[src/rtl/iwt_pkg.sv]
package iwt_pkg;

    localparam int ADDR_W   = 32;
    localparam int MIN_LOG  = 20;
    localparam int CODE_W   = 4;
    localparam int BASE_W   = ADDR_W - MIN_LOG;
    localparam int MAX_CODE = BASE_W - 1;
    localparam int PAD_W    = MIN_LOG - CODE_W;

    typedef logic [ADDR_W-1:0] addr_t;

    typedef struct packed {
        logic [BASE_W-1:0] base;
        logic [CODE_W-1:0] code;
    } win_cfg_t;

    typedef struct packed {
        logic  hit;
        addr_t local_addr;
    } match_t;

    function automatic logic code_ok(logic [CODE_W-1:0] c);
        return int'(c) <= MAX_CODE;
    endfunction

    // ones on every bit that lies inside the window span
    function automatic addr_t span_mask(logic [CODE_W-1:0] c);
        addr_t m;
        for (int i = 0; i < ADDR_W; i++) begin
            m[i] = (i < MIN_LOG + int'(c));
        end
        return m;
    endfunction

    function automatic addr_t base_addr(win_cfg_t w);
        return {w.base, {MIN_LOG{1'b0}}};
    endfunction

    function automatic addr_t pack_word(win_cfg_t w);
        return {w.base, w.code, {PAD_W{1'b0}}};
    endfunction

    function automatic win_cfg_t unpack_word(addr_t d);
        win_cfg_t w;
        w.base = d[ADDR_W-1:MIN_LOG];
        w.code = d[MIN_LOG-1:PAD_W];
        return w;
    endfunction

endpackage

[src/rtl/iwt_win_regs.sv]
module iwt_win_regs
    import iwt_pkg::*;
#(
    parameter int NUM_WIN      = 3,
    parameter int OFF_W        = 8,
    parameter int REG_OFF_BASE = 'h50
) (
    input  logic                      clk,
    input  logic                      rst,
    input  logic                      reg_we,
    input  logic [OFF_W-1:0]          reg_addr,
    input  addr_t                     reg_wdata,
    output addr_t                     reg_rdata,
    output win_cfg_t [NUM_WIN-1:0]    cfg
);

    localparam int STRIDE = 4;

    win_cfg_t [NUM_WIN-1:0] cfg_q;
    logic     [NUM_WIN-1:0] sel;
    logic                   any_sel;
    logic                   unused_wbits;

    assign unused_wbits = ^reg_wdata[PAD_W-1:0];

    for (genvar i = 0; i < NUM_WIN; i++) begin : g_win
        localparam logic [OFF_W-1:0] OFF = OFF_W'(REG_OFF_BASE + STRIDE * i);

        assign sel[i] = reg_we && (reg_addr == OFF);

        always_ff @(posedge clk) begin
            if (rst) begin
                cfg_q[i] <= '0;
            end else if (sel[i]) begin
                cfg_q[i] <= unpack_word(reg_wdata);
            end
        end
    end

    assign any_sel = |sel;
    assign cfg     = cfg_q;

    always_comb begin
        reg_rdata = '0;
        for (int i = 0; i < NUM_WIN; i++) begin
            if (reg_addr == OFF_W'(REG_OFF_BASE + STRIDE * i)) begin
                reg_rdata = pack_word(cfg_q[i]);
            end
        end
    end

    AST_CFG_RESET_ZERO: assert property (@(posedge clk) disable iff (rst)
        $past(rst) |-> (cfg_q == '0));

    AST_STRAY_WRITE_IGNORED: assert property (@(posedge clk) disable iff (rst)
        (reg_we && !any_sel) |=> $stable(cfg_q));

endmodule

[src/rtl/iwt_win_match.sv]
module iwt_win_match
    import iwt_pkg::*;
(
    input  win_cfg_t cfg,
    input  addr_t    addr,
    output match_t   res
);

    addr_t mask;
    addr_t eff_base;
    logic  enabled;
    logic  upper_eq;

    assign mask     = span_mask(cfg.code);
    assign enabled  = code_ok(cfg.code);
    assign eff_base = base_addr(cfg) & ~mask;
    assign upper_eq = ((addr & ~mask) == eff_base);

    assign res.hit        = enabled && upper_eq;
    assign res.local_addr = res.hit ? (addr & mask) : '0;

    always_comb begin
        if (res.hit) begin
            AST_LOCAL_IN_SPAN: assert ((res.local_addr & ~mask) == '0);
        end
    end

endmodule

[src/rtl/iwt_prio_sel.sv]
module iwt_prio_sel
    import iwt_pkg::*;
#(
    parameter int NUM_WIN = 3,
    parameter int IDX_W   = 2
) (
    input  logic                   clk,
    input  logic                   rst,
    input  logic                   in_valid,
    input  match_t [NUM_WIN-1:0]   cand,
    output logic                   out_valid,
    output logic                   out_hit,
    output logic [IDX_W-1:0]       out_idx,
    output addr_t                  out_addr
);

    logic             win_hit;
    logic [IDX_W-1:0] win_idx;
    addr_t            win_addr;

    // scan downward so the lowest matching index is left standing
    always_comb begin
        win_hit  = 1'b0;
        win_idx  = '0;
        win_addr = '0;
        for (int i = NUM_WIN - 1; i >= 0; i--) begin
            if (cand[i].hit) begin
                win_hit  = 1'b1;
                win_idx  = IDX_W'(i);
                win_addr = cand[i].local_addr;
            end
        end
    end

    always_ff @(posedge clk) begin
        if (rst) begin
            out_valid <= 1'b0;
            out_hit   <= 1'b0;
            out_idx   <= '0;
            out_addr  <= '0;
        end else begin
            out_valid <= in_valid;
            out_hit   <= in_valid && win_hit;
            out_idx   <= in_valid ? win_idx : '0;
            out_addr  <= in_valid ? win_addr : '0;
        end
    end

    AST_LOWEST_WINS: assert property (@(posedge clk) disable iff (rst)
        (in_valid && cand[0].hit) |=> (out_hit && out_idx == '0));

    AST_MISS_ZERO: assert property (@(posedge clk) disable iff (rst)
        (out_valid && !out_hit) |-> (out_idx == '0 && out_addr == '0));

    AST_IDX_RANGE: assert property (@(posedge clk) disable iff (rst)
        out_hit |-> (int'(out_idx) < NUM_WIN));

endmodule

[src/rtl/inbound_win_xlate.sv]
module inbound_win_xlate
    import iwt_pkg::*;
#(
    parameter int NUM_WIN      = 3,
    parameter int OFF_W        = 8,
    parameter int REG_OFF_BASE = 'h50
) (
    input  logic              clk,
    input  logic              rst,
    input  logic              reg_we,
    input  logic [OFF_W-1:0]  reg_addr,
    input  logic [31:0]       reg_wdata,
    output logic [31:0]       reg_rdata,
    input  logic              lk_valid,
    input  logic [31:0]       lk_addr,
    output logic              out_valid,
    output logic              out_hit,
    output logic [1:0]        out_idx,
    output logic [31:0]       out_addr
);

    localparam int IDX_W = (NUM_WIN > 1) ? $clog2(NUM_WIN) : 1;

    win_cfg_t [NUM_WIN-1:0] cfg;
    match_t   [NUM_WIN-1:0] cand;
    logic     [IDX_W-1:0]   sel_idx;

    iwt_win_regs #(
        .NUM_WIN      (NUM_WIN),
        .OFF_W        (OFF_W),
        .REG_OFF_BASE (REG_OFF_BASE)
    ) u_regs (
        .clk       (clk),
        .rst       (rst),
        .reg_we    (reg_we),
        .reg_addr  (reg_addr),
        .reg_wdata (reg_wdata),
        .reg_rdata (reg_rdata),
        .cfg       (cfg)
    );

    for (genvar i = 0; i < NUM_WIN; i++) begin : g_match
        iwt_win_match u_match (
            .cfg  (cfg[i]),
            .addr (lk_addr),
            .res  (cand[i])
        );
    end

    iwt_prio_sel #(
        .NUM_WIN (NUM_WIN),
        .IDX_W   (IDX_W)
    ) u_prio (
        .clk       (clk),
        .rst       (rst),
        .in_valid  (lk_valid),
        .cand      (cand),
        .out_valid (out_valid),
        .out_hit   (out_hit),
        .out_idx   (sel_idx),
        .out_addr  (out_addr)
    );

    assign out_idx = 2'(sel_idx);

    AST_ONE_CYCLE: assert property (@(posedge clk) disable iff (rst)
        lk_valid |=> out_valid);

    AST_NO_SPURIOUS: assert property (@(posedge clk) disable iff (rst)
        !lk_valid |=> !out_valid);

    AST_LOCAL_NOT_ABOVE: assert property (@(posedge clk) disable iff (rst)
        (lk_valid) |=> (!out_hit || out_addr <= $past(lk_addr)));

endmodule

[config.mk]
export PLATFORM = sky130hd
export DESIGN_NAME = inbound_win_xlate
export DESIGN_NICKNAME = d
export VERILOG_FILES = /design/src/rtl/iwt_pkg.sv /design/src/rtl/iwt_win_regs.sv /design/src/rtl/iwt_win_match.sv /design/src/rtl/iwt_prio_sel.sv /design/src/rtl/inbound_win_xlate.sv
export SDC_FILE = /design/constraint.sdc
export NUM_CORES = 1
export LEC_CHECK = 0
export BUFFER_PORTS_ARGS = -buffer_cell sky130_fd_sc_hd__buf_2
export CAP_MARGIN = 20
export CORE_MARGIN = 2
export CORE_UTILIZATION = 52
export CTS_CLUSTER_DIAMETER = 100
export DETAILED_ROUTE_END_ITERATION = 8
export PLACE_DENSITY = 0.78
export SLEW_MARGIN = 20
export SYNTH_ARGS = -nofsm -noshare
export SYNTH_HDL_FRONTEND = slang
export SYNTH_SLANG_ARGS = --single-unit
export TNS_END_PERCENT = 50
[constraint.sdc]
create_clock -name clk -period 3.18 [get_ports clk]
set_clock_uncertainty 0.15 [all_clocks]
set_input_delay 0.477 -clock clk [delete_from_list [all_inputs] [get_ports clk]]
set_output_delay 0.477 -clock clk [all_outputs]
set_load 0.005 [all_outputs]
==> Word level (Yosys, flattened, before mapping) <==
Index checks and enable logic that the tools add are counted.
Widths: inputs -> output; s select.
{ "totals": {"ramBits": 0, "in_bits": 76, "rom_bits": 0, "word_cells": 153, "output_inout_bits": 68, "mem_count": 0, "latchBits": 0, "reg_bits": 84} }
{ "classes": {"mux": 11, "n_mul": 0, "div": 0, "addsub": 3, "bitwise_logic": 13, "n_shift": 0, "n_eq_ne": 6, "n_lt_le_gt_ge": 99, "n_reduce_logical": 10} }
{ "op_table": {"columns": ["op", "n"], "rows": [
  ["$lt 6x32->1 const A", 48],
  ["$lt 5x32->1 const A", 24],
  ["$lt 4x32->1 const A", 12],
  ["$and 32x32->32", 9],
  ["$lt 3x32->1 const A", 6],
  ["$mux 32", 6],
  ["$eq 32x32->1", 3],
  ["$lt 2x32->1 const A", 3],
  ["$not 32->32", 3],
  ["$eq 8x7->1 const B", 3],
  ["$add 5x4->6 const A", 3],
  ["$lt 1x6->1 const A", 3],
  ["$le 4x4->1 const B", 3],
  ["$logic_and 1x1->1", 7],
  ["$mux 1", 4],
  ["$reduce_or 4->1", 1],
  ["$reduce_or 3->1", 1],
  ["$mux 2", 1],
  ["$reduce_or 2->1", 1],
  ["$not 1->1", 1]
]} }

==> Logic depth before layout (Yosys ltp) <==
{ "depth": {"depth_word": 10, "mapped_depth": 10, "depth_no_buf": 9} }

==> By module <==
From an unflattened synthesis, not the netlist that was laid out.
{ "hier_totals": {"cells_unflattened": 690, "hier_area_um2": 6459.9} }
{ "modules_own_cells": {"columns": ["module", "n_inst", "area_per_inst_um2", "cells_each", "seq_area_each_um2"], "rows": [
  ["iwt_win_regs", 1, 2526.2, 255, 960.9],
  ["iwt_prio_sel", 1, 2072.0, 192, 720.7],
  ["iwt_win_match", 3, 620.6, 81, 0.0]
]} }

==> Worst setup path before layout <==
Ideal clock, no wire load.
{ "synth_path": {"path_type": "flip-flop to flip-flop", "from": "reg u_regs.cfg_q, in the netlist u_regs.cfg[18]", "to": "reg u_prio.out_addr[24]", "setup_ns": 0.086, "path_slack_ns": 0.760, "synth_period_minus_slack_ns": 2.420, "path_buffers": 1, "required_ns": 2.944, "stages_incl_launch_ff": 11, "arrival_ns": 2.185, "path_cell_list": "dfxtp_1 > inv_1 > ha_1 > nand2b_1 > a21oi_2 > a2111oi_4 > o211ai_2 > or2_1 > buf_6 > o32a_1 > a211oi_1"} }
{ "synth_between": {"elab_chain_cells": 8, "word_cells_on_any_way": 42, "classes_between": "1 x add/sub; 33 x order compare; 1 x eq/ne; 2 x mux; 4 x bitwise; 1 x reduce/logical"} }
{ "synth_lines": {"columns": ["item", "line_no", "text"], "rows": [
  ["from (decl)", "iwt_win_regs.sv:19", "win_cfg_t [NUM_WIN-1:0] cfg_q;"],
  ["from (signal, indexed assignment)", "iwt_win_regs.sv:35", "cfg_q[i] <= unpack_word(reg_wdata);"],
  ["$add 5x4->6", "iwt_pkg.sv:30", "m[i] = (i < MIN_LOG + int'(c));"],
  ["$lt 2x32->1, or another cell as far along", "iwt_pkg.sv:30", null],
  ["$not 32->32", "iwt_win_match.sv:16, iwt_win_match.sv:17", null],
  ["$and 32x32->32, on equally long branches", "iwt_win_match.sv:17, iwt_win_match.sv:16", null],
  ["$eq 32x32->1", "iwt_win_match.sv:17", "assign upper_eq = ((addr & ~mask) == eff_base);"],
  ["$logic_and 1x1->1", "iwt_win_match.sv:19", "assign res.hit = enabled && upper_eq;"],
  ["$mux 32 (*) (2 in series)", "iwt_prio_sel.sv:27", "if (cand[i].hit) begin"],
  ["to (signal assigned)", "iwt_prio_sel.sv:45", "out_addr <= in_valid ? win_addr : '0;"],
  ["to (decl)", "iwt_prio_sel.sv:14", "output addr_t out_addr"]
]} }
Mark *: on every way between the ends. The rest lies on a longest branch, timed or not.
A chain may end at the register's enable or synchronous reset.

==> Worst setup path after layout <==
{ "layout_path": {"from": "reg u_regs.cfg_q, in the netlist u_regs.cfg[19]", "to": "reg u_prio.out_addr[5]"} }
Same word-level chain as after synthesis.

==> results by group <==
Status
  • Status: completed

GRT
  • First-pass GRT wire length: 20600 microns
  • Number of global-route vias before repair: slightly above 4000
  • Largest net degree at the start of global routing: 49
  • Global-route usage over all layers: between 20% and 30%
  • Number of antenna violations at the first check in global routing: 0
  • Grt total ovfl: 0

Timing
  • Period utilisation layout: approximately nine tenths
  • Least-Margin Pin Slew: roughly 660 ps
  • Setup Viol. Count Final: 0
  • Max-slew violations: 0
  • Fmax: about 0.35 GHz
  • RSZ-0062 raised after global routing: no
  • Hold Fails Final Rpt: 0
  • Hold_ws: around 150 ps
  • Relative slew slack: 56.0%
  • Setup TNS: 0 ps
  • Final min period: 2850 ps

Layout
  • Layout net count: 749
  • Fill count: between 800 and 900
  • Fin cells: approximately 770
  • Sequential Area: approximately 1700 sq um
  • Commonest cells after routing, fill and taps aside: 111 x buf_2, 84 x dfxtp_1, 79 x nand2_1
  • Area of the multi-input gates: roughly 2700 sq um
  • Share of cells above drive strength 1: between 20% and 30%
  • Most common cell after layout, fill and taps aside: buf_2
  • Area delta synth->final: 16.8%
  • ANT cells: 0
  • Cell area after layout: between 5000 and 6000 sq um

Detailed routing
  • Vias: roughly 4300
  • Wire length on met3: a little over 1000 microns
  • Vias/cell: 5.63
  • DRT Pass-1 Iters: 5
  • Initial DRC count: 350
  • Routed WL: ~13000 microns
  • Highest metal used: met4
  • Wire per inst: between 15 and 20 microns
  • Drt drc: 0
  • Number of routed nets with antenna violations: 0
  • Metal-1 WL: 5610 microns
  • Routed wl met2: between 5000 and 6000 microns

Floorplanning
  • Rows: 34
  • Die Ht: a little under 100 microns
  • Core ar.: 8680 sq um
  • Starting Density: between 50% and 60%
  • Die area: slightly below 10000 sq um
  • Die W: a little under 100 microns
  • Ports: 144

Critical path
  • Crit Path Category: flop to flop
  • Critical path required time: ~3300 ps
  • Crit path DAT: roughly 3000 ps
  • Worst setup EP type: flop
  • Setup crit start kind: flop
  • Worst Path Max Fanout: 21

Synthesis
  • Post-synthesis cell count: 554
  • Yosys cell types: 72
  • Mean Syn Cell Area: 8.39 sq um
  • Post-synth ARST share: 0%
  • Seq cells post-synth: 84
  • YS warnings: 0
  • Number of flops mapped to enable cells by yosys: 0
  • Register area share after synthesis: 36.2%
  • Top_reg_cell synth: dfxtp_1
  • Synth Cell Area: around 4600 sq um

Clock tree
  • CTS Root Cell: clkbuf_8
  • CTS Hold Bufs: 0
  • Clock Latency Late Sink: ~370 ps
  • H-Tree Level Count: 3
  • Worst-path clk slew: about 100 ps
  • Clk buf depth: 2
  • Num CTS Buffers: 9
  • Post-CTS setup buffers: 0
  • TritonCTS clock tree: yes
  • Num Clock Sinks: between 80 and 90
  • CTS resizes: 0

Min path
  • HP Class: primary input to flop

Power
  • Power Density: between 300 and 400 nW/um^2
  • Peak supply drop: 0.222 mV
  • Total power: between 2 and 2.5 mW
  • Leak Pwr: roughly 2.4 nW

Placement
  • Final HPWL from detailed placement: a little under 10000 microns
  • Placed Area: roughly 5200 sq um
  • Buffers on Ports: approximately 110
  • Placed instance count: roughly 750
  • GPL Wtd Cong: 1.03

Run
  • Max_cap viols: 0
==> logic make-up (layout without fill, tap and decap cells) <==
logic type	after synthesis	after routing	share of synthesized area, %
and+or+nand+nor	205	205	21.3
AOI/OAI and AO/OA	115	115	16.2
DFF	84	84	36.2
buffers and inverters	61	151	6.86
xor gates and xnor gates	36	36	7.11
muxes	33	33	7.13
adders and majority gates	19	19	5.11
other	1	16	0.0807
==> metrics by stage <==
step           utilization, %  worst slack (ps)
6_report                 62.6               328
5_1_grt                  62.6              2.32
4_1_cts                  62.6               332
3_5_place_dp             60.0               354
3_3_place_gp             60.0               454
2_1_floorplan               -               760
==> flip-flops by register name, indices dropped and copies added, names as in the netlist <==
name	count
u_prio.out_valid	1
u_prio.out_hit	1
u_regs.cfg	48
u_prio.out_idx	2
u_prio.out_addr	32
==> layer usage <==
layer / GRT usage, % / up-vias
met5: 0 / -
met4: 10.4 / 0
met3: 4.61 / 35
met2: 42.5 / 219
met1: 36.8 / 2003
li1: - / 2060
==> cells in the mapped netlist, types with 2 or more instances <==
cell type / instances / area [sq um]
dfxtp_1: 84 / 1680
nand2_1: 79 / 297
a21oi_1: 66 / 330
nor2_1: 61 / 229
mux2i_1: 32 / 320
and2_1: 21 / 131
xor2_1: 20 / 175
ha_1: 19 / 238
buf_4: 17 / 128
buf_2: 14 / 70.1
xnor2_1: 14 / 123
clkbuf_1: 13 / 48.8
inv_1: 11 / 41.3
nand2b_1: 8 / 50.1
o221ai_1: 8 / 70.1
a211oi_1: 6 / 45.0
and4_1: 5 / 43.8
nor3_1: 5 / 25.0
o21ai_0: 5 / 25.0
buf_1: 3 / 11.3
or3b_2: 3 / 26.3
a21boi_0: 2 / 15.0
a22oi_1: 2 / 15.0
a32oi_1: 2 / 17.5
nand4_1: 2 / 12.5
nor2b_1: 2 / 12.5
nor3b_1: 2 / 15.0
o21a_1: 2 / 15.0
or2_2: 2 / 12.5
or3_1: 2 / 12.5
==> power by group <==
part / internal, mW / total [mW] / switching, mW
Sequential: 1.05 / 1.05 / 0.00127
Clock: 0.385 / 0.838 / 0.454
Combinational: 0.0594 / 0.147 / 0.0875
==> worst paths after layout <==
path / startpoint / end / cells past startpoint / slack, ps
setup / recovery: u_regs.cfg[19] / u_prio.out_addr[5] / 9 / 330
setup reg to reg: u_regs.cfg[19] / u_prio.out_addr[5] / 9 / 330
hold / removal: lk_addr[6] / u_prio.out_addr[6] / 2 / 150
hold reg to reg: u_regs.cfg[22] / u_regs.cfg[22] / 2 / 340
==> area by class of cell <==
class                           count  share of cell area [%]
Multi-Input combinational cell    424                    49.8
Sequential cell                    84                    31.0
Clock buffer                        9                    2.28
Tap cell                          108                    2.49
Timing Repair Buffer              123                    11.9
Inverter                           12                   0.830
Clock inverter                      7                    1.73
==> critical path: stages, from the launching register on <==
cell       delay [ps]
dfxtp_1           460
inv_1             140
ha_1              210
nand2b_1          190
nor4_2            110
a2111oi_4         290
o211ai_2          200
o21ai_0           380
o21a_1            480
and2_1            200
Power figures use the tool's default switching activity.
